===== config.mk =====
export PLATFORM = sky130hd
export DESIGN_NAME = dbq_mapper
export DESIGN_NICKNAME = d
export VERILOG_FILES = /design/src/rtl/dbq_pkg.sv /design/src/rtl/dbq_decode.sv /design/src/rtl/dbq_slot.sv /design/src/rtl/dbq_ctrl.sv /design/src/rtl/dbq_mapper.sv
export SDC_FILE = /design/constraint.sdc
export NUM_CORES = 2
export LEC_CHECK = 0
export BUFFER_PORTS_ARGS = -buffer_cell sky130_fd_sc_hd__buf_2
export CAP_MARGIN = 20
export CORE_AREA = 3 3 469 471
export CTS_CLUSTER_DIAMETER = 50
export DETAILED_ROUTE_END_ITERATION = 10
export DIE_AREA = 0 0 472 474
export SLEW_MARGIN = 15
export SYNTH_ARGS = -nofsm -noshare
export SYNTH_HDL_FRONTEND = slang
export SYNTH_SLANG_ARGS = --single-unit
export TNS_END_PERCENT = 30

===== constraint.sdc =====
create_clock -name clk -period 6.9 [get_ports clk]
set_input_delay 0.69 -clock clk [delete_from_list [all_inputs] [get_ports clk]]
set_output_delay 0.69 -clock clk [all_outputs]
set_load 0.03 [all_outputs]

===== src/rtl/dbq_pkg.sv =====
// Shared types for the doorbell queue binder.
// Assumes: two slots, so a slot index is one bit wide.
package dbq_pkg;

    // Controller states: idle, walking slots for deallocate-all, awaiting writeback.
    typedef enum logic [1:0] {
        ST_IDLE = 2'd0,
        ST_SCAN = 2'd1,
        ST_WB   = 2'd2
    } dbq_state_e;

endpackage


===== src/rtl/dbq_decode.sv =====
// Descriptor field decoder: turns the packed map-request fields into slot values.
// Purely combinational. Assumes RB_W + 8 <= ADDR_W so the scaled base fits.
module dbq_decode #(
    parameter int DB_W   = 10,
    parameter int RB_W   = 40,
    parameter int ADDR_W = 64,
    localparam int KEY_W  = DB_W + 2,
    localparam int SIZE_W = 66,
    localparam int PTR_W  = 64
) (
    input  logic [DB_W-1:0]   db_off,
    input  logic [31:0]       ring_ctl,
    input  logic [RB_W-1:0]   ring_base,
    input  logic [31:0]       rptr_lo,
    input  logic [31:0]       rptr_hi,
    input  logic [31:0]       wptr_lo,
    input  logic [31:0]       wptr_hi,
    input  logic [31:0]       rwb_lo,
    input  logic [31:0]       rwb_hi,
    output logic [KEY_W-1:0]  key,
    output logic [ADDR_W-1:0] base,
    output logic [SIZE_W-1:0] size,
    output logic [PTR_W-1:0]  rptr,
    output logic [PTR_W-1:0]  wptr,
    output logic [PTR_W-1:0]  rwb
);

    logic [5:0] size_exp;

    // Field extraction and scaling of every stored slot value.
    always_comb begin
        size_exp = ring_ctl[6:1];
        key      = {db_off, 2'b00};
        base     = ADDR_W'({ring_base, 8'h00});
        size     = SIZE_W'(4) << size_exp;
        rptr     = {rptr_hi, rptr_lo};
        wptr     = {wptr_hi, wptr_lo};
        rwb      = {rwb_hi, rwb_lo};
    end

endmodule


===== src/rtl/dbq_slot.sv =====
// One queue-context slot: loads a decoded descriptor, frees on request.
// Assumes load and clear are never asserted together (controller guarantees it).
module dbq_slot #(
    parameter int KEY_W  = 12,
    parameter int ADDR_W = 64,
    parameter int SIZE_W = 66,
    parameter int PTR_W  = 64
) (
    input  logic              clk,
    input  logic              rst_n,
    input  logic              ld,
    input  logic              clr,
    input  logic [KEY_W-1:0]  ld_key,
    input  logic [ADDR_W-1:0] ld_base,
    input  logic [SIZE_W-1:0] ld_size,
    input  logic [PTR_W-1:0]  ld_rptr,
    input  logic [PTR_W-1:0]  ld_wptr,
    input  logic [PTR_W-1:0]  ld_rwb,
    input  logic [ADDR_W-1:0] ld_desc,
    output logic              valid,
    output logic [KEY_W-1:0]  key,
    output logic [ADDR_W-1:0] base,
    output logic [SIZE_W-1:0] size,
    output logic [PTR_W-1:0]  rptr,
    output logic [PTR_W-1:0]  wptr,
    output logic [PTR_W-1:0]  rwb,
    output logic [ADDR_W-1:0] desc
);

    // Valid bit and doorbell key: set on load, cleared on free.
    always_ff @(posedge clk) begin
        if (!rst_n) begin
            valid <= 1'b0;
            key   <= '0;
        end else if (ld) begin
            valid <= 1'b1;
            key   <= ld_key;
        end else if (clr) begin
            valid <= 1'b0;
            key   <= '0;
        end
    end

    // Context payload: captured on load, kept across a free.
    always_ff @(posedge clk) begin
        if (!rst_n) begin
            base <= '0;
            size <= '0;
            rptr <= '0;
            wptr <= '0;
            rwb  <= '0;
            desc <= '0;
        end else if (ld) begin
            base <= ld_base;
            size <= ld_size;
            rptr <= ld_rptr;
            wptr <= ld_wptr;
            rwb  <= ld_rwb;
            desc <= ld_desc;
        end
    end

endmodule


===== src/rtl/dbq_ctrl.sv =====
// Command controller: allocation order, key lookup, writeback handshake,
// deallocate-all walk and the error/warning flags.
// Assumes per-slot has_desc is high when the stored descriptor address is nonzero.
module dbq_ctrl
    import dbq_pkg::*;
#(
    parameter int KEY_W = 12
) (
    input  logic               clk,
    input  logic               rst_n,
    input  logic               map_req,
    input  logic               unmap_req,
    input  logic [KEY_W-1:0]   unmap_key,
    input  logic               dealloc_req,
    input  logic [1:0]         slot_valid,
    input  logic [2*KEY_W-1:0] slot_key,
    input  logic [1:0]         has_desc,
    input  logic               wb_ready,
    output logic [1:0]         ld,
    output logic [1:0]         clr,
    output logic               wb_valid,
    output logic               wb_sel,
    output logic               busy,
    output logic               err_full,
    output logic               err_nomatch,
    output logic               warn_noaddr
);

    dbq_state_e state, state_n;
    logic       cur, cur_n;
    logic       scan_idx, scan_n;
    logic       from_scan, from_scan_n;
    logic       full_set, nomatch_set, warn_set;
    logic [1:0] hit;
    logic       hsel;

    // Key lookup against valid slots; slot 0 takes precedence.
    always_comb begin
        for (int s = 0; s < 2; s++) begin
            hit[s] = slot_valid[s] && (slot_key[s*KEY_W +: KEY_W] == unmap_key);
        end
        hsel = !hit[0];
    end

    // Next-state, slot strobes and flag set pulses.
    always_comb begin
        state_n     = state;
        cur_n       = cur;
        scan_n      = scan_idx;
        from_scan_n = from_scan;
        ld          = 2'b00;
        clr         = 2'b00;
        full_set    = 1'b0;
        nomatch_set = 1'b0;
        warn_set    = 1'b0;
        case (state)
            ST_IDLE: begin
                if (map_req) begin
                    if (!slot_valid[0])      ld[0]    = 1'b1;
                    else if (!slot_valid[1]) ld[1]    = 1'b1;
                    else                     full_set = 1'b1;
                end else if (unmap_req) begin
                    if (|hit) begin
                        if (has_desc[hsel]) begin
                            state_n     = ST_WB;
                            cur_n       = hsel;
                            from_scan_n = 1'b0;
                        end else begin
                            clr[hsel] = 1'b1;
                            warn_set  = 1'b1;
                        end
                    end else begin
                        nomatch_set = 1'b1;
                    end
                end else if (dealloc_req) begin
                    state_n = ST_SCAN;
                    scan_n  = 1'b0;
                end
            end
            ST_SCAN: begin
                if (slot_valid[scan_idx] && (slot_key[scan_idx*KEY_W +: KEY_W] != '0)
                    && has_desc[scan_idx]) begin
                    state_n     = ST_WB;
                    cur_n       = scan_idx;
                    from_scan_n = 1'b1;
                end else begin
                    if (slot_valid[scan_idx] && (slot_key[scan_idx*KEY_W +: KEY_W] != '0)) begin
                        clr[scan_idx] = 1'b1;
                        warn_set      = 1'b1;
                    end
                    if (scan_idx) state_n = ST_IDLE;
                    else          scan_n  = 1'b1;
                end
            end
            ST_WB: begin
                if (wb_ready) begin
                    clr[cur] = 1'b1;
                    if (from_scan && !cur) begin
                        state_n = ST_SCAN;
                        scan_n  = 1'b1;
                    end else begin
                        state_n = ST_IDLE;
                    end
                end
            end
            default: state_n = ST_IDLE;
        endcase
    end

    // State, slot pointer and walk position registers.
    always_ff @(posedge clk) begin
        if (!rst_n) begin
            state     <= ST_IDLE;
            cur       <= 1'b0;
            scan_idx  <= 1'b0;
            from_scan <= 1'b0;
        end else begin
            state     <= state_n;
            cur       <= cur_n;
            scan_idx  <= scan_n;
            from_scan <= from_scan_n;
        end
    end

    // Sticky error flags and the one-cycle warning pulse.
    always_ff @(posedge clk) begin
        if (!rst_n) begin
            err_full    <= 1'b0;
            err_nomatch <= 1'b0;
            warn_noaddr <= 1'b0;
        end else begin
            err_full    <= err_full | full_set;
            err_nomatch <= err_nomatch | nomatch_set;
            warn_noaddr <= warn_set;
        end
    end

    assign wb_valid = (state == ST_WB);
    assign wb_sel   = cur;
    assign busy     = (state != ST_IDLE);

endmodule


===== src/rtl/dbq_mapper.sv =====
// Two-slot doorbell queue binder top: decodes map descriptors, holds two
// queue contexts and issues descriptor writebacks on unmap.
// Assumes a descriptor address of 0 means "no descriptor to write back".
module dbq_mapper #(
    parameter int DB_W   = 10,
    parameter int RB_W   = 40,
    parameter int ADDR_W = 64,
    localparam int KEY_W  = DB_W + 2,
    localparam int SIZE_W = 66,
    localparam int PTR_W  = 64,
    localparam int NSLOT  = 2
) (
    input  logic                      clk,
    input  logic                      rst_n,
    input  logic                      map_req,
    input  logic [DB_W-1:0]           map_db_off,
    input  logic [ADDR_W-1:0]         map_desc_addr,
    input  logic [31:0]               map_ring_ctl,
    input  logic [RB_W-1:0]           map_ring_base,
    input  logic [31:0]               map_rptr_lo,
    input  logic [31:0]               map_rptr_hi,
    input  logic [31:0]               map_wptr_lo,
    input  logic [31:0]               map_wptr_hi,
    input  logic [31:0]               map_rwb_lo,
    input  logic [31:0]               map_rwb_hi,
    input  logic                      unmap_req,
    input  logic [KEY_W-1:0]          unmap_key,
    input  logic                      dealloc_req,
    output logic                      wb_valid,
    input  logic                      wb_ready,
    output logic                      wb_sel,
    output logic [ADDR_W-1:0]         wb_addr,
    output logic [PTR_W-1:0]          wb_rptr,
    output logic [PTR_W-1:0]          wb_wptr,
    output logic                      busy,
    output logic                      err_full,
    output logic                      err_nomatch,
    output logic                      warn_noaddr,
    output logic [NSLOT-1:0]          slot_valid,
    output logic [NSLOT*KEY_W-1:0]    slot_key,
    output logic [NSLOT*ADDR_W-1:0]   slot_base,
    output logic [NSLOT*SIZE_W-1:0]   slot_size,
    output logic [NSLOT*PTR_W-1:0]    slot_rptr,
    output logic [NSLOT*PTR_W-1:0]    slot_wptr,
    output logic [NSLOT*PTR_W-1:0]    slot_rwb
);

    logic [KEY_W-1:0]        d_key;
    logic [ADDR_W-1:0]       d_base;
    logic [SIZE_W-1:0]       d_size;
    logic [PTR_W-1:0]        d_rptr, d_wptr, d_rwb;
    logic [NSLOT-1:0]        ld, clr, has_desc;
    logic [NSLOT*ADDR_W-1:0] slot_desc;

    dbq_decode #(.DB_W(DB_W), .RB_W(RB_W), .ADDR_W(ADDR_W)) u_dec (
        .db_off    (map_db_off),
        .ring_ctl  (map_ring_ctl),
        .ring_base (map_ring_base),
        .rptr_lo   (map_rptr_lo),
        .rptr_hi   (map_rptr_hi),
        .wptr_lo   (map_wptr_lo),
        .wptr_hi   (map_wptr_hi),
        .rwb_lo    (map_rwb_lo),
        .rwb_hi    (map_rwb_hi),
        .key       (d_key),
        .base      (d_base),
        .size      (d_size),
        .rptr      (d_rptr),
        .wptr      (d_wptr),
        .rwb       (d_rwb)
    );

    for (genvar s = 0; s < NSLOT; s++) begin : g_slot
        dbq_slot #(.KEY_W(KEY_W), .ADDR_W(ADDR_W), .SIZE_W(SIZE_W), .PTR_W(PTR_W)) u_slot (
            .clk     (clk),
            .rst_n   (rst_n),
            .ld      (ld[s]),
            .clr     (clr[s]),
            .ld_key  (d_key),
            .ld_base (d_base),
            .ld_size (d_size),
            .ld_rptr (d_rptr),
            .ld_wptr (d_wptr),
            .ld_rwb  (d_rwb),
            .ld_desc (map_desc_addr),
            .valid   (slot_valid[s]),
            .key     (slot_key[s*KEY_W +: KEY_W]),
            .base    (slot_base[s*ADDR_W +: ADDR_W]),
            .size    (slot_size[s*SIZE_W +: SIZE_W]),
            .rptr    (slot_rptr[s*PTR_W +: PTR_W]),
            .wptr    (slot_wptr[s*PTR_W +: PTR_W]),
            .rwb     (slot_rwb[s*PTR_W +: PTR_W]),
            .desc    (slot_desc[s*ADDR_W +: ADDR_W])
        );
        assign has_desc[s] = (slot_desc[s*ADDR_W +: ADDR_W] != '0);
    end

    dbq_ctrl #(.KEY_W(KEY_W)) u_ctrl (
        .clk         (clk),
        .rst_n       (rst_n),
        .map_req     (map_req),
        .unmap_req   (unmap_req),
        .unmap_key   (unmap_key),
        .dealloc_req (dealloc_req),
        .slot_valid  (slot_valid),
        .slot_key    (slot_key),
        .has_desc    (has_desc),
        .wb_ready    (wb_ready),
        .ld          (ld),
        .clr         (clr),
        .wb_valid    (wb_valid),
        .wb_sel      (wb_sel),
        .busy        (busy),
        .err_full    (err_full),
        .err_nomatch (err_nomatch),
        .warn_noaddr (warn_noaddr)
    );

    // Writeback payload taken from the slot under writeback.
    always_comb begin
        wb_addr = slot_desc[wb_sel*ADDR_W +: ADDR_W];
        wb_rptr = slot_rptr[wb_sel*PTR_W +: PTR_W];
        wb_wptr = slot_wptr[wb_sel*PTR_W +: PTR_W];
    end

endmodule


==> flow_summary.ini <==
[outcome]
outcome = finished, final reports clean

[clock_tree]
clkLatencyLatePin_ps = 740
clock_sinks = 750
hold_buffers = 0
cts_made_buffers = 107
post_cts_buffers = 0
htree_levels = 3
clock_path_buffers = 3
clkSlewWorstSetupHoldPaths_ps = 60
root_buffer = clkbuf_16
cts_tree = done
cts_resized = 0

[layout]
mostFrequentLayoutCells = nand2_1, buf_2, dfxtp_1, a21boi_0, mux2_2
fillers = 24060
fin_util = 0.2004
fin_nets = 5078
final_common_cell = nand2_1
area_growth_pct = 39.38
drive_gt1_frac = 0.3271

[yosys]
synthArstFlopShare = 0
synthCells = 3713
synth_adder_area_share = 0.001607
synth_seq_cells = 750
synth-compound-area-share = 0.1855
ys.flop_type = dfxtp_1
avgSynthCellArea_sq_um = 8.386
ys_seq_area_frac = 0.4822
synth.mux.area_fraction = 0.07008
synth_top_family_by_area = simple AND/OR/NAND/NOR gates
synth_cell_types = 50
ys_warn_count = 0
synth-simple-area-share = 0.2065
netlist_area_sq_um = 31140
synthXorXnorAreaFrac = 0.005626
synth_edf_count = 0

[pwr]
p_leak_nw = 18.12
switchingPower_w = 0.005169
p_per_area_nw_per_um2 = 324.5
power.share.clock = 0.403
power_w = 0.01408
intPower_w = 0.008914
swShare = 0.3670
combPwrFrac = 0.245
seqPwrFrac = 0.353
irDropWorstVdd_mv = 0.2001

[place]
place_congestion = 0.9029
port_buffers = 1141
dp_hpwl_mm = 140.6

[worst_setup_path]
cp-startpoint = u_ctrl.wb_sel
crit_family = buffers and inverters
crit_path_top_delay_cell = dfxtp_4
cp.arrival_ps = 3170
slowest_delay_ps = 780
critical_path_class = flop to output port
endpoint = wb_wptr[5]
crit_fanout = 93
end_kind = output port
path_cells = buf_12 > buf_4 > mux2_2 > buf_2
start_kind = flop
rr_startpoint = u_ctrl.state[0]
crit_buf_inv = 3
crit_cells = 4
cp.required_ps = 6210
r2r-end = g_slot[1].u_slot.base[18]
r2r.worst_path.cells = 8
ff2ff_setup_slack_ps = 3720

[sta]
worstMarginPinSlew_ps = 1226
max-slew-margin-rel = 0.1826
finalSetupViolCount = 0
finalHoldViolations = 0
fmax_mhz = 259.0
fin_crit_sh = 0.5595
fin_worst_skew_ps = 50.08
grt_setup_unrepaired = no
tns_ps = 0
finalCriticalPeriod_ps = 3860
slew_viol_final = 0

[routing]
antenna_left = 0
wl_mm = 178.0
avgRoutedWirePerCell_microns = 23.17
first_iter_violations = 2111
via_count = 30540
drc = 0
avgViaCountPerCell = 3.975
dr.pass1.iters = 5

[global_route]
grt_pass1_vias = 29550
antenna_found_initial = 64
grt_pass1_wl_mm = 237.2
grt_usage = 0.1505
grt_max_degree = 214
overflow = 0

[die]
rows = 171
die_area_sq_um = 223700
die_w_microns = 472
initial_core_util = 0.1438
core_area_sq_um = 216500
ios = 1224
die_h_microns = 474

[run]
maxCapViolCount = 0

[min_path]
min_path_type = primary input to flop
worstHoldStart = map_db_off[9]
hold_depth = 2
[stage by stage]
step	hold slack [ps]	cells	area, sq um	setup WS (ps)
after floorplan	452.7	3768	31340	4323
after global placement	449.8	7463	39640	3718
after detailed placement	456.6	7463	39640	3678
after CTS	68.05	7660	43340	2932
after global routing	111.7	7676	43380	2904
final	178.0	7683	43400	3040
[routing by layer]
| layer | vias up | track usage | part of all wire | wire [microns] |
|---|---|---|---|---|
| li1 | 14140 | - | - | - |
| met1 | 14630 | 0.1672 | 0.38 | 67400 |
| met2 | 1419 | 0.2531 | 0.47 | 84090 |
| met3 | 317 | 0.05871 | 0.10 | 18180 |
| met4 | 34 | 0.06853 | 0.046 | 8113 |
| met5 | - | 0 | 0.0011 | 201 |
[power by group through the flow]
stage               Clock, W  Sequential (W)  Combinational, W
floorplan                  0         0.00548           0.00157
global placement           0         0.00503           0.00349
detailed placement         0         0.00505           0.00350
CTS                  0.00583         0.00496           0.00351
global route         0.00600         0.00500           0.00367
finish               0.00567         0.00497           0.00345
[area by class of cell]
class                           instances  area (sq um)  area share
Clock buffer                          133          2905     0.06695
Sequential cell                       750         15020      0.3461
Clock inverter                         64         797.0     0.01837
Timing Repair Buffer                 1177          6153      0.1418
Inverter                                7         26.28   0.0006054
Antenna cell                           23         57.56    0.001326
Tap cell                             2854          3571     0.08228
Multi-Input combinational cell       2675         14870      0.3426
[synthesized netlist by cell type (all sizes together) (10+ instances only)]
master / instances / area share
dfxtp: 750 / 0.48
nor2b: 17 / 0.0034
nor4: 43 / 0.0088
a21oi: 15 / 0.0024
buf: 79 / 0.017
mux2: 192 / 0.069
xor2: 10 / 0.0028
nand4: 11 / 0.0022
clkbuf: 257 / 0.031
xnor2: 10 / 0.0028
nand3: 12 / 0.0019
a21boi: 712 / 0.17
nor3: 12 / 0.0019
nor2: 69 / 0.0083
a32o: 10 / 0.0032
nand2: 1441 / 0.17
a22o: 10 / 0.0028
[worst register-to-register path, stage by stage (launching register included)]
cell and delay, ps:
dfxtp_1 390, inv_1 80, ha_1 370, nand3_1 240, or2_4 570, buf_12 390
buf_12 600, nand2_1 290, a21boi_0 220
[worst min-delay path by stage]
stage	endpoint	slack, ps
2_1_floorplan	g_slot[1].u_slot.desc[11]	450
3_3_place_gp	g_slot[1].u_slot.rwb[19]	450
3_5_place_dp	g_slot[0].u_slot.rwb[13]	460
4_1_cts	g_slot[1].u_slot.key[11]	70
5_1_grt	g_slot[1].u_slot.key[11]	110
6_report	g_slot[1].u_slot.key[11]	180
[sequential cells by signal (all words and copies together) (netlist names)]
register             cells
g_slot.u_slot.desc     128
g_slot.u_slot.rptr     128
g_slot.u_slot.rwb      128
g_slot.u_slot.size     128
g_slot.u_slot.wptr     128
g_slot.u_slot.base      80
g_slot.u_slot.key       20
g_slot.u_slot.valid      2
u_ctrl.state             2
u_ctrl.err_full          1
u_ctrl.err_nomatch       1
u_ctrl.from_scan         1
u_ctrl.scan_idx          1
u_ctrl.warn_noaddr       1
u_ctrl.wb_sel            1
[logic make-up (layout without fill, tap and decap cells)]
group,after synthesis,after routing
compound gates,770,770
simple gates,1631,1631
buf+inv,343,1381
fa+ha+maj,4,4
flops,750,750
mux,194,194
other cells,1,79
xor+xnor,20,20
Power figures use the tool's default switching activity.
